**src/rtl/can_es_pkg.sv**
```systemverilog
package can_es_pkg;

  // Number of report sources, indexed in service priority (0 first)
  localparam int unsigned NSRC   = 7;
  localparam int unsigned FLAG_W = 6;

  localparam int unsigned P_OVF  = 0;
  localparam int unsigned P_BOFF = 1;
  localparam int unsigned P_RXP  = 2;
  localparam int unsigned P_TXP  = 3;
  localparam int unsigned P_RXW  = 4;
  localparam int unsigned P_TXW  = 5;
  localparam int unsigned P_SYS  = 6;

  // Error flag word bit positions
  localparam int unsigned F_RXW  = 0;
  localparam int unsigned F_TXW  = 1;
  localparam int unsigned F_RXP  = 2;
  localparam int unsigned F_TXP  = 3;
  localparam int unsigned F_BOFF = 4;
  localparam int unsigned F_OVF  = 5;

  localparam logic [7:0] C_RXW   = 8'h01;
  localparam logic [7:0] C_TXW   = 8'h02;
  localparam logic [7:0] C_RXP   = 8'h03;
  localparam logic [7:0] C_TXP   = 8'h04;
  localparam logic [7:0] C_OVF   = 8'h11;
  localparam logic [7:0] C_BOFF1 = 8'h12;
  localparam logic [7:0] C_BOFF2 = 8'h13;
  localparam logic [7:0] C_SYS   = 8'h20;

  typedef enum logic [1:0] {
    ST_IDLE   = 2'd0,
    ST_REINIT = 2'd1,
    ST_SEND   = 2'd2,
    ST_HALT   = 2'd3
  } es_state_t;

  // Code carried by a report for a given source index
  function automatic logic [7:0] code_of(input int unsigned idx, input logic seen);
    logic [7:0] c;
    case (idx)
      P_OVF:   c = C_OVF;
      P_BOFF:  c = seen ? C_BOFF2 : C_BOFF1;
      P_RXP:   c = C_RXP;
      P_TXP:   c = C_TXP;
      P_RXW:   c = C_RXW;
      P_TXW:   c = C_TXW;
      default: c = C_SYS;
    endcase
    return c;
  endfunction

  // Reorder the flag word into priority order and append the system source
  function automatic logic [NSRC-1:0] to_prio(input logic [FLAG_W-1:0] f, input logic sys);
    logic [NSRC-1:0] p;
    p         = '0;
    p[P_OVF]  = f[F_OVF];
    p[P_BOFF] = f[F_BOFF];
    p[P_RXP]  = f[F_RXP];
    p[P_TXP]  = f[F_TXP];
    p[P_RXW]  = f[F_RXW];
    p[P_TXW]  = f[F_TXW];
    p[P_SYS]  = sys;
    return p;
  endfunction

endpackage

```
**src/rtl/can_es_pend.sv**
```systemverilog
module can_es_pend #(
  parameter int unsigned N = 7
) (
  input  logic         clk,
  input  logic         rst_n,
  input  logic         flush,
  input  logic [N-1:0] set_vec,
  input  logic [N-1:0] clr_vec,
  output logic [N-1:0] pend
);

  // Set wins over clear so a condition re-raised during its own report is kept
  always_ff @(posedge clk or negedge rst_n) begin
    if (!rst_n)     pend <= '0;
    else if (flush) pend <= '0;
    else            pend <= (pend & ~clr_vec) | set_vec;
  end

  // a captured condition is never lost before it is served
  a_r3_set_kept: assert property (@(posedge clk) disable iff (!rst_n)
    (!flush && set_vec != '0) |=> ((pend & $past(set_vec)) == $past(set_vec)));

endmodule

```
**src/rtl/can_es_prio.sv**
```systemverilog
module can_es_prio #(
  parameter int unsigned N  = 7,
  localparam int unsigned IW = (N > 1) ? $clog2(N) : 1
) (
  input  logic          clk,
  input  logic          rst_n,
  input  logic [N-1:0]  req,
  output logic [N-1:0]  grant,
  output logic [IW-1:0] idx,
  output logic          any
);

  logic [N:0] blk;
  assign blk[0] = 1'b0;

  genvar gi;
  generate
    for (gi = 0; gi < N; gi++) begin : g_chain
      assign blk[gi+1]  = blk[gi] | req[gi];
      assign grant[gi]  = req[gi] & ~blk[gi];
    end
  endgenerate

  assign any = blk[N];

  always_comb begin
    idx = '0;
    for (int i = N - 1; i >= 0; i--) begin
      if (req[i]) idx = IW'(i);
    end
  end

  // at most one source granted, and only a requesting one
  a_r3_grant_onehot: assert property (@(posedge clk) disable iff (!rst_n)
    $onehot0(grant));
  a_r3_grant_in_req: assert property (@(posedge clk) disable iff (!rst_n)
    (grant & ~req) == '0);

endmodule

```
**src/rtl/can_es_ctrl.sv**
```systemverilog
module can_es_ctrl
  import can_es_pkg::*;
#(
  parameter int unsigned N  = NSRC,
  localparam int unsigned IW = (N > 1) ? $clog2(N) : 1
) (
  input  logic          clk,
  input  logic          rst_n,
  input  logic          pend_any,
  input  logic [N-1:0]  grant,
  input  logic [IW-1:0] grant_idx,
  input  logic          tx_done,
  input  logic          tx_ok,
  output logic [N-1:0]  clr_vec,
  output logic          frame_req,
  output logic [7:0]    frame_code,
  output logic          reinit_req,
  output logic          busoff_seen,
  output logic          halted
);

  es_state_t    st_q;
  logic [7:0]   code_q;
  logic [N-1:0] cur_q;
  logic         recov_q;
  logic         final_q;
  logic         seen_q;

  // Named internal events
  logic sending, done_ev, recov_ok, recov_fail, pick_boff;
  assign sending    = (st_q == ST_SEND);
  assign done_ev    = sending && tx_done;
  assign recov_ok   = done_ev && recov_q && tx_ok;
  assign recov_fail = done_ev && recov_q && !tx_ok;
  assign pick_boff  = (grant_idx == IW'(P_BOFF));

  always_ff @(posedge clk or negedge rst_n) begin
    if (!rst_n) begin
      st_q    <= ST_IDLE;
      code_q  <= '0;
      cur_q   <= '0;
      recov_q <= 1'b0;
      final_q <= 1'b0;
      seen_q  <= 1'b0;
    end else begin
      case (st_q)
        ST_IDLE: begin
          if (pend_any) begin
            cur_q <= grant;
            if (pick_boff && !seen_q) begin
              st_q    <= ST_REINIT;
              code_q  <= C_BOFF1;
              recov_q <= 1'b1;
            end else begin
              st_q    <= ST_SEND;
              code_q  <= code_of(int'(grant_idx), seen_q);
              final_q <= pick_boff;
            end
          end
        end
        ST_REINIT: st_q <= ST_SEND;
        ST_SEND: begin
          if (tx_done) begin
            cur_q <= '0;
            if (final_q) begin
              st_q <= ST_HALT;
            end else if (recov_q) begin
              recov_q <= 1'b0;
              if (tx_ok) begin
                seen_q <= 1'b1;
                st_q   <= ST_IDLE;
              end else begin
                code_q  <= C_BOFF2;
                final_q <= 1'b1;
              end
            end else begin
              st_q <= ST_IDLE;
            end
          end
        end
        default: st_q <= ST_HALT;
      endcase
    end
  end

  assign clr_vec     = done_ev ? cur_q : '0;
  assign frame_req   = sending;
  assign frame_code  = code_q;
  assign reinit_req  = (st_q == ST_REINIT);
  assign busoff_seen = seen_q;
  assign halted      = (st_q == ST_HALT);

  // re-initialise request is followed by the recovery report
  a_r5_reinit_then_12: assert property (@(posedge clk) disable iff (!rst_n)
    reinit_req |=> (frame_req && frame_code == C_BOFF1));
  // successful recovery sets the flag and resumes
  a_r6_recover_ok: assert property (@(posedge clk) disable iff (!rst_n)
    recov_ok |=> (busoff_seen && !halted && !frame_req));
  a_r6_seen_sticky: assert property (@(posedge clk) disable iff (!rst_n)
    busoff_seen |=> busoff_seen);
  // failed recovery report is followed by the final report
  a_r7_fail_to_13: assert property (@(posedge clk) disable iff (!rst_n)
    recov_fail |=> (frame_req && frame_code == C_BOFF2));
  // halted is terminal and quiet
  a_r9_halt_sticky: assert property (@(posedge clk) disable iff (!rst_n)
    halted |=> halted);
  a_r9_halt_quiet: assert property (@(posedge clk) disable iff (!rst_n)
    halted |-> (!frame_req && !reinit_req));

endmodule

```
**src/rtl/can_err_supervisor.sv**
```systemverilog
module can_err_supervisor
  import can_es_pkg::*;
#(
  parameter logic [10:0] REPORT_ID = 11'h3FF
) (
  input  logic                clk,
  input  logic                rst_n,
  input  logic                err_irq,
  input  logic [FLAG_W-1:0]   err_flags,
  input  logic                sys_irq,
  input  logic                tx_done,
  input  logic                tx_ok,
  output logic                frame_req,
  output logic [10:0]         frame_id,
  output logic [7:0]          frame_code,
  output logic                reinit_req,
  output logic                busoff_seen,
  output logic                halted
);

  localparam int unsigned IW = (NSRC > 1) ? $clog2(NSRC) : 1;

  logic [NSRC-1:0] set_vec, clr_vec, pend, grant;
  logic [IW-1:0]   grant_idx;
  logic            pend_any;

  assign set_vec = halted ? '0
                 : to_prio(err_irq ? err_flags : '0, sys_irq);

  can_es_pend #(.N(NSRC)) pend_i (
    .clk(clk), .rst_n(rst_n), .flush(halted),
    .set_vec(set_vec), .clr_vec(clr_vec), .pend(pend)
  );

  can_es_prio #(.N(NSRC)) prio_i (
    .clk(clk), .rst_n(rst_n), .req(pend),
    .grant(grant), .idx(grant_idx), .any(pend_any)
  );

  can_es_ctrl #(.N(NSRC)) ctrl_i (
    .clk(clk), .rst_n(rst_n), .pend_any(pend_any), .grant(grant),
    .grant_idx(grant_idx), .tx_done(tx_done), .tx_ok(tx_ok),
    .clr_vec(clr_vec), .frame_req(frame_req), .frame_code(frame_code),
    .reinit_req(reinit_req), .busoff_seen(busoff_seen), .halted(halted)
  );

  assign frame_id = REPORT_ID;

  // a presented report holds until its transmit outcome arrives
  a_r1_req_held: assert property (@(posedge clk) disable iff (!rst_n)
    (frame_req && !tx_done) |=> (frame_req && $stable(frame_code)));
  // a system error strobe alone never moves the bus-off state
  a_r4_sys_no_boff: assert property (@(posedge clk) disable iff (!rst_n)
    (sys_irq && !err_irq && !frame_req && !reinit_req && !halted)
      |=> ($stable(busoff_seen) && !halted));

endmodule

```
**config.mk**
```make
export PLATFORM = sky130hd
export DESIGN_NAME = can_err_supervisor
export DESIGN_NICKNAME = d
export VERILOG_FILES = /design/src/rtl/can_es_pkg.sv /design/src/rtl/can_es_pend.sv /design/src/rtl/can_es_prio.sv /design/src/rtl/can_es_ctrl.sv /design/src/rtl/can_err_supervisor.sv
export SDC_FILE = /design/constraint.sdc
export NUM_CORES = 1
export LEC_CHECK = 0
export ABC_AREA = 0
export BUFFER_PORTS_ARGS = -buffer_cell sky130_fd_sc_hd__buf_2
export CAP_MARGIN = 20
export CORE_ASPECT_RATIO = 0.75
export CORE_UTILIZATION = 30
export CTS_CLUSTER_DIAMETER = 50
export DETAILED_ROUTE_END_ITERATION = 7
export GPL_TIMING_DRIVEN = 0
export PLACE_DENSITY_LB_ADDON = 0.15
export SYNTH_ARGS = -nofsm -noshare
export SYNTH_HDL_FRONTEND = slang
export SYNTH_SLANG_ARGS = --single-unit
export TNS_END_PERCENT = 30
```
**constraint.sdc**
```tcl
create_clock -name clk -period 2.6 [get_ports clk]
set_input_delay 0.39 -clock clk [delete_from_list [all_inputs] [get_ports clk]]
set_output_delay 0.39 -clock clk [all_outputs]
set_load 0.005 [all_outputs]
```
After elaboration in Yosys (flattened, before gate mapping)
Cells that the tools add are included.
- register bits after elaboration: 27
- output and inout bits: 23
- logic and storage cells: 99
- equality and inequality tests: 16
- muxes and demuxes: 42
- bitwise logic cells: 22
- reduce and logical (&&, ||, !) cells: 12
- operators by type and width (operator ; number):
    $mux 8 ; 6
    $pmux 8 s6 ; 1
    $mux 7 ; 5
    $mux 3 ; 7
    $pmux 8 s2 ; 1
    $pmux 7 s2 ; 1
    $mux 2 ; 6
    $mux 1 ; 11
    $reduce_and 5->1 ; 2
    $ne 2x2->1 const B ; 4
    $and 7x7->7 ; 1
    $not 1->1 ; 7
    $not 7->7 ; 1
    $or 7x7->7 ; 1
    $and 1x1->1 ; 6
    $eq 3x2->1 const B ; 2
    $eq 3x3->1 const B ; 2
    $mux 6 ; 1
    $ne 2x1->1 const B ; 3
    $or 1x1->1 ; 6
    $pmux 2 s3 ; 1
    $reduce_and 3->1 ; 2
    $reduce_and 6->1 ; 1
    $eq 2x2->1 const B ; 2
    10 further kinds ; 12

Depth between registers and ports, before layout
- depth after elaboration: 12
- gate-level depth with buffers: 7
- mapped depth without buffers: 5

Hierarchy
From an unflattened synthesis, not the netlist that was laid out.
- cell total of the unflattened synthesis: 152
- area total of the unflattened synthesis: 1497.7 µm²
- modules (own cells, without submodules) (module ; instances ; cells each ; area each (µm²) ; seq. area each (µm²)):
    can_es_ctrl ; 1 ; 85 ; 900.9 ; 425.4
    can_es_pend ; 1 ; 28 ; 332.8 ; 175.2
    can_err_supervisor ; 1 ; 20 ; 148.9 ; 0.0
    can_es_prio ; 1 ; 19 ; 115.1 ; 0.0

Least setup slack after synthesis
No wires, ideal clock.
- path type: reg-to-reg
- from: reg pend_i.pend[3]
- to: reg ctrl_i.code_q[1], in the netlist ctrl_i.frame_code[1]
- setup time: 125 ps
- data arrival time: 1480 ps
- slack: 995 ps
- stages on the path, launching flop included: 5
- buffers on the path: 0
- cells stage by stage: dfrtp_1 nor4_4 nand3_4 o21ai_4 mux2_4
- word-level cells in the longest chain between the ends: 9
- ends and longest elaborated chain (element ; line ; text):
    start: declaration ; can_es_pend.sv:9 ; output logic [N-1:0] pend
    start signal: assignment ; can_es_pend.sv:16 ; else pend <= (pend & ~clr_vec) | set_vec;
    $mux 3 (4 in series) ; can_es_prio.sv:29 ; if (req[i]) idx = IW'(i);
    $eq 3x3->1, or another cell as far along ; can_es_pkg.sv:42 ; case (idx)
    $pmux 8 s6 or $logic_and 1x1->1 (tied branches) ; can_es_pkg.sv:42, can_es_ctrl.sv:50 ;
    $mux 8 ; can_es_ctrl.sv:50 ; if (pick_boff && !seen_q) begin
    $mux 8 ; can_es_ctrl.sv:48 ; if (pend_any) begin
    $pmux 8 s2 ; can_es_ctrl.sv:46 ; case (st_q)
    end signal: assignment ; can_es_ctrl.sv:56 ; code_q <= code_of(int'(grant_idx), seen_q);
    end: declaration ; can_es_ctrl.sv:23 ; logic [7:0] code_q;
Several ways; a longest one is shown, not always the timed one. The select of a mux whose other input is x is not followed.
A chain may end at the register's enable or synchronous reset.

Final worst setup path
- from: reg ctrl_i.st_q[0]
- to: out frame_req
- word-level cells in the longest chain between the ends: 1
- ends and longest elaborated chain (element ; line ; text):
    start: declaration ; can_es_ctrl.sv:22 ; es_state_t st_q;
    start signal: assignment ; can_es_ctrl.sv:39 ; st_q <= ST_IDLE;
    start signal: assignment ; can_es_ctrl.sv:51 ; st_q <= ST_REINIT;
    start signal: assignment ; can_es_ctrl.sv:55 ; st_q <= ST_SEND;
    $eq 2x2->1 ; can_es_ctrl.sv:31 ; assign sending = (st_q == ST_SEND);
    end: declaration ; can_err_supervisor.sv:13 ; output logic frame_req,
Every way passes these cells.

==> summary.txt <==
Run status
  • Outcome: complete, no violations

STA
  • Fin. Hold Viols: 0
  • Post-Route Skew: a little over 0.002 ns
  • Fin. max-slew vios: 0
  • Worst Tran Pin Value: 0.541 ns
  • Post-route setup slack: 0.772 ns
  • Slew headroom: 0.639
  • Highest clock rate: roughly 550 MHz
  • Minimum clock period after layout: 1.83 ns
  • Tcrit/Tclk final: 0.703
  • RSZ-0062 raised after global routing: no
  • Total negative slack: 0 ns
  • Final setup violating endpoints: 0

Critical path
  • Worst path max stage delay: 0.45 ns
  • CP bufs+invs: 3
  • FF-to-FF setup slack: around 0.80 ns
  • Arr. time, crit path: roughly 1.4 ns
  • Worst Path Required: 2.21 ns
  • Crit end category: output port
  • Worst path cell trace: nand2b_1, inv_2, buf_2, buf_2
  • Critical setup path kind: reg -> out
  • CP top delay family: buffers and inverters
  • Critical Path Fanout Max: 10
  • Crit path launch type: register
  • Most frequent CP cell: buf_2
  • Slowest cell on the critical path: dfrtp_1

Yosys
  • Synth Register Bits: 24
  • EDFF count, synth: 0
  • Fraction of registers with async set/reset: 1.00
  • Share of the synthesized area in the top cell type: 0.458
  • Gate Count Post-Synth: 133
  • Commonest register cell after synthesis: dfrtp_1
  • Most common cell in the netlist: dfrtp_1
  • Dominant cell type by area after synthesis: dfrtp_1
  • Post-synthesis cell type count: 40
  • Synth top area cells: dfrtp_1 (46%), buf_4 (8.6%), nor2_1 (3.7%)
  • Sequential share of the synthesized area: 0.458
  • Syn avg cell area: 9.87 um^2
  • Netlist area before placement: 1310 um^2
  • Yosys warnings: 0
  • Most frequent cells after synthesis: dfrtp_1 (24), buf_4 (15), nor2_1 (13), nand2_1 (10), nand3_1 (7)

Flow run
  • Max-Cap Viols: 0

Detailed routing
  • Detailed Routing Iterations Pass 1: 4
  • DRC: 0
  • Wirelength, routed: about 2.9 mm
  • Post-DR vias/cell: 4.57
  • Via count: 1023
  • Avg WL per Cell: 12.8 um
  • Antenna Nets Post-Route: 0
  • First DRT Iteration DRCs: 40

CTS
  • Clk pin slew, worst setup/hold paths: around 0.080 ns
  • Post-CTS sizing: 0
  • Number of buffers inserted by hold repair at cts: 0
  • Post-CTS setup buffer count: 0
  • Worst-case clock buffer depth: 2
  • H-Tree Depth: 1
  • CTS Root Cell: clkbuf_8
  • CTS Sinks: 24
  • Clk Latency, worst-skew pair: 0.27 ns
  • CTS buffer count: 3
  • CTS tree: yes

Cells and area
  • Filler Cells Inserted: about 420
  • Number of antenna repair diodes: 0
  • Area grow syn2layout: 20.5%
  • Layout cells sized above 1: 0.314
  • Number of nets in the layout: 182
  • Non-Filler Instances: 224

Power and ir drop
  • Tot Pwr: 1550 uW
  • LEAKAGE: around 0.00076 uW
  • VDD IR-drop max: roughly 0.37 mV
  • Power Dens Cells: approximately 980 nW/um^2

GRT
  • Met2 usage in global routing: 0.195
  • GR met3 Demand/Resource: 0.0369
  • Initial antenna violation count: 0
  • Total grt overflow: 0
  • First-pass GRT wire length: about 4.7 mm
  • Met1 Resource Use GR: 0.195
  • GR peak layer: met2
  • Largest net degree at the start of global routing: 25
  • Overall Global Routing Usage: 0.136
  • Number of global-route vias before repair: 950

Die
  • Die W: slightly below 80 um
  • Core area: 4130 um^2
  • Initial Util: 0.318
  • Die Ht: 59.3 um
  • Boundary Pins: 35
  • Die area: roughly 4600 um^2
  • Num rows: 20

Placement
  • Gpl congestion: 0.775
  • Post-Place Setup Slack: 0.828 ns
  • Post-placement cell count: 220
  • I/O Buffers: 20
  • Post-DP HPWL: 2.14 mm

Hold path
  • Worst Hold Class: in -> async
metal layers:
metal / routed length (um) / vias up
li1: - / 514
met1: 1460 / 479
met2: 1230 / 26
met3: 162 / 4
met4: 17 / 0
met5: 0 / -
area by class of cell:
class                      instances  area (um^2)  share of cell area
clock buffer                       4         55.1              0.0348
multi-input combinational         94          594               0.376
timing repair buffer              20          100              0.0633
inverter                           7         26.3              0.0166
tap                               55         68.8              0.0435
buffer                            20          136              0.0862
sequential                        24          601               0.380
metrics by stage:
stage | hold WS (ns) | instance area (um^2) | util
after CTS | 0.119 | 1580 | 0.383
after global routing | 0.147 | 1580 | 0.383
after detailed placement | 0.426 | 1530 | 0.370
final | 0.0933 | 1580 | 0.383
after global placement | 0.411 | 1530 | 0.370
after floorplan | 0.0944 | 1360 | -
flip-flops by register name (all words and copies together), names as in the netlist:
register and cells:
ctrl_i.frame_code 5, ctrl_i.cur_q 7, ctrl_i.st_q 2, ctrl_i.busoff_seen 1, pend_i.pend 7, ctrl_i.final_q 1
ctrl_i.recov_q 1
cells by family (layout without fill, tap and decap cells):
| group | count (synthesis) | count (layout) | share of synthesized area |
|---|---|---|---|
| AND/OR/NAND/NOR | 44 | 44 | 0.188 |
| AO/OA/AOI/OAI | 34 | 34 | 0.202 |
| multiplexers | 2 | 2 | 0.0229 |
| other | 2 | 14 | 0.00572 |
| buffers and inverters | 27 | 51 | 0.124 |
| flip-flops | 24 | 24 | 0.458 |
worst paths after layout:
kind / from / endpoint / depth (start not counted)
worst min register to register: ctrl_i.frame_code[2] / ctrl_i.frame_code[2] / 1
min in group clk: sys_irq / pend_i.pend[6] / 3
worst max-delay path: ctrl_i.st_q[0] / frame_req / 4
worst min-delay path: rst_n / ctrl_i.frame_code[4] / 1
worst max register to register: pend_i.pend[3] / ctrl_i.frame_code[4] / 4
max in group asynchronous: rst_n / pend_i.pend[0] / 1
placed cells by master (no fill, tap or decap), drive strengths merged, types with 3 or more instances in the layout:
| master | n |
|---|---|
| a21oi | 5 |
| a22oi | 6 |
| buf | 39 |
| clkbuf | 5 |
| conb | 14 |
| dfrtp | 24 |
| inv | 7 |
| nand2 | 10 |
| nand2b | 3 |
| nand3 | 8 |
| nor2 | 14 |
| o21a | 3 |
| o21ai | 5 |
where the power goes:
part | total [uW] | internal, uW | switching [uW]
combinational | 657 | 300 | 357
sequential | 641 | 501 | 140
clock | 255 | 135 | 119
Note: power is estimated with default switching activity, not from simulation.
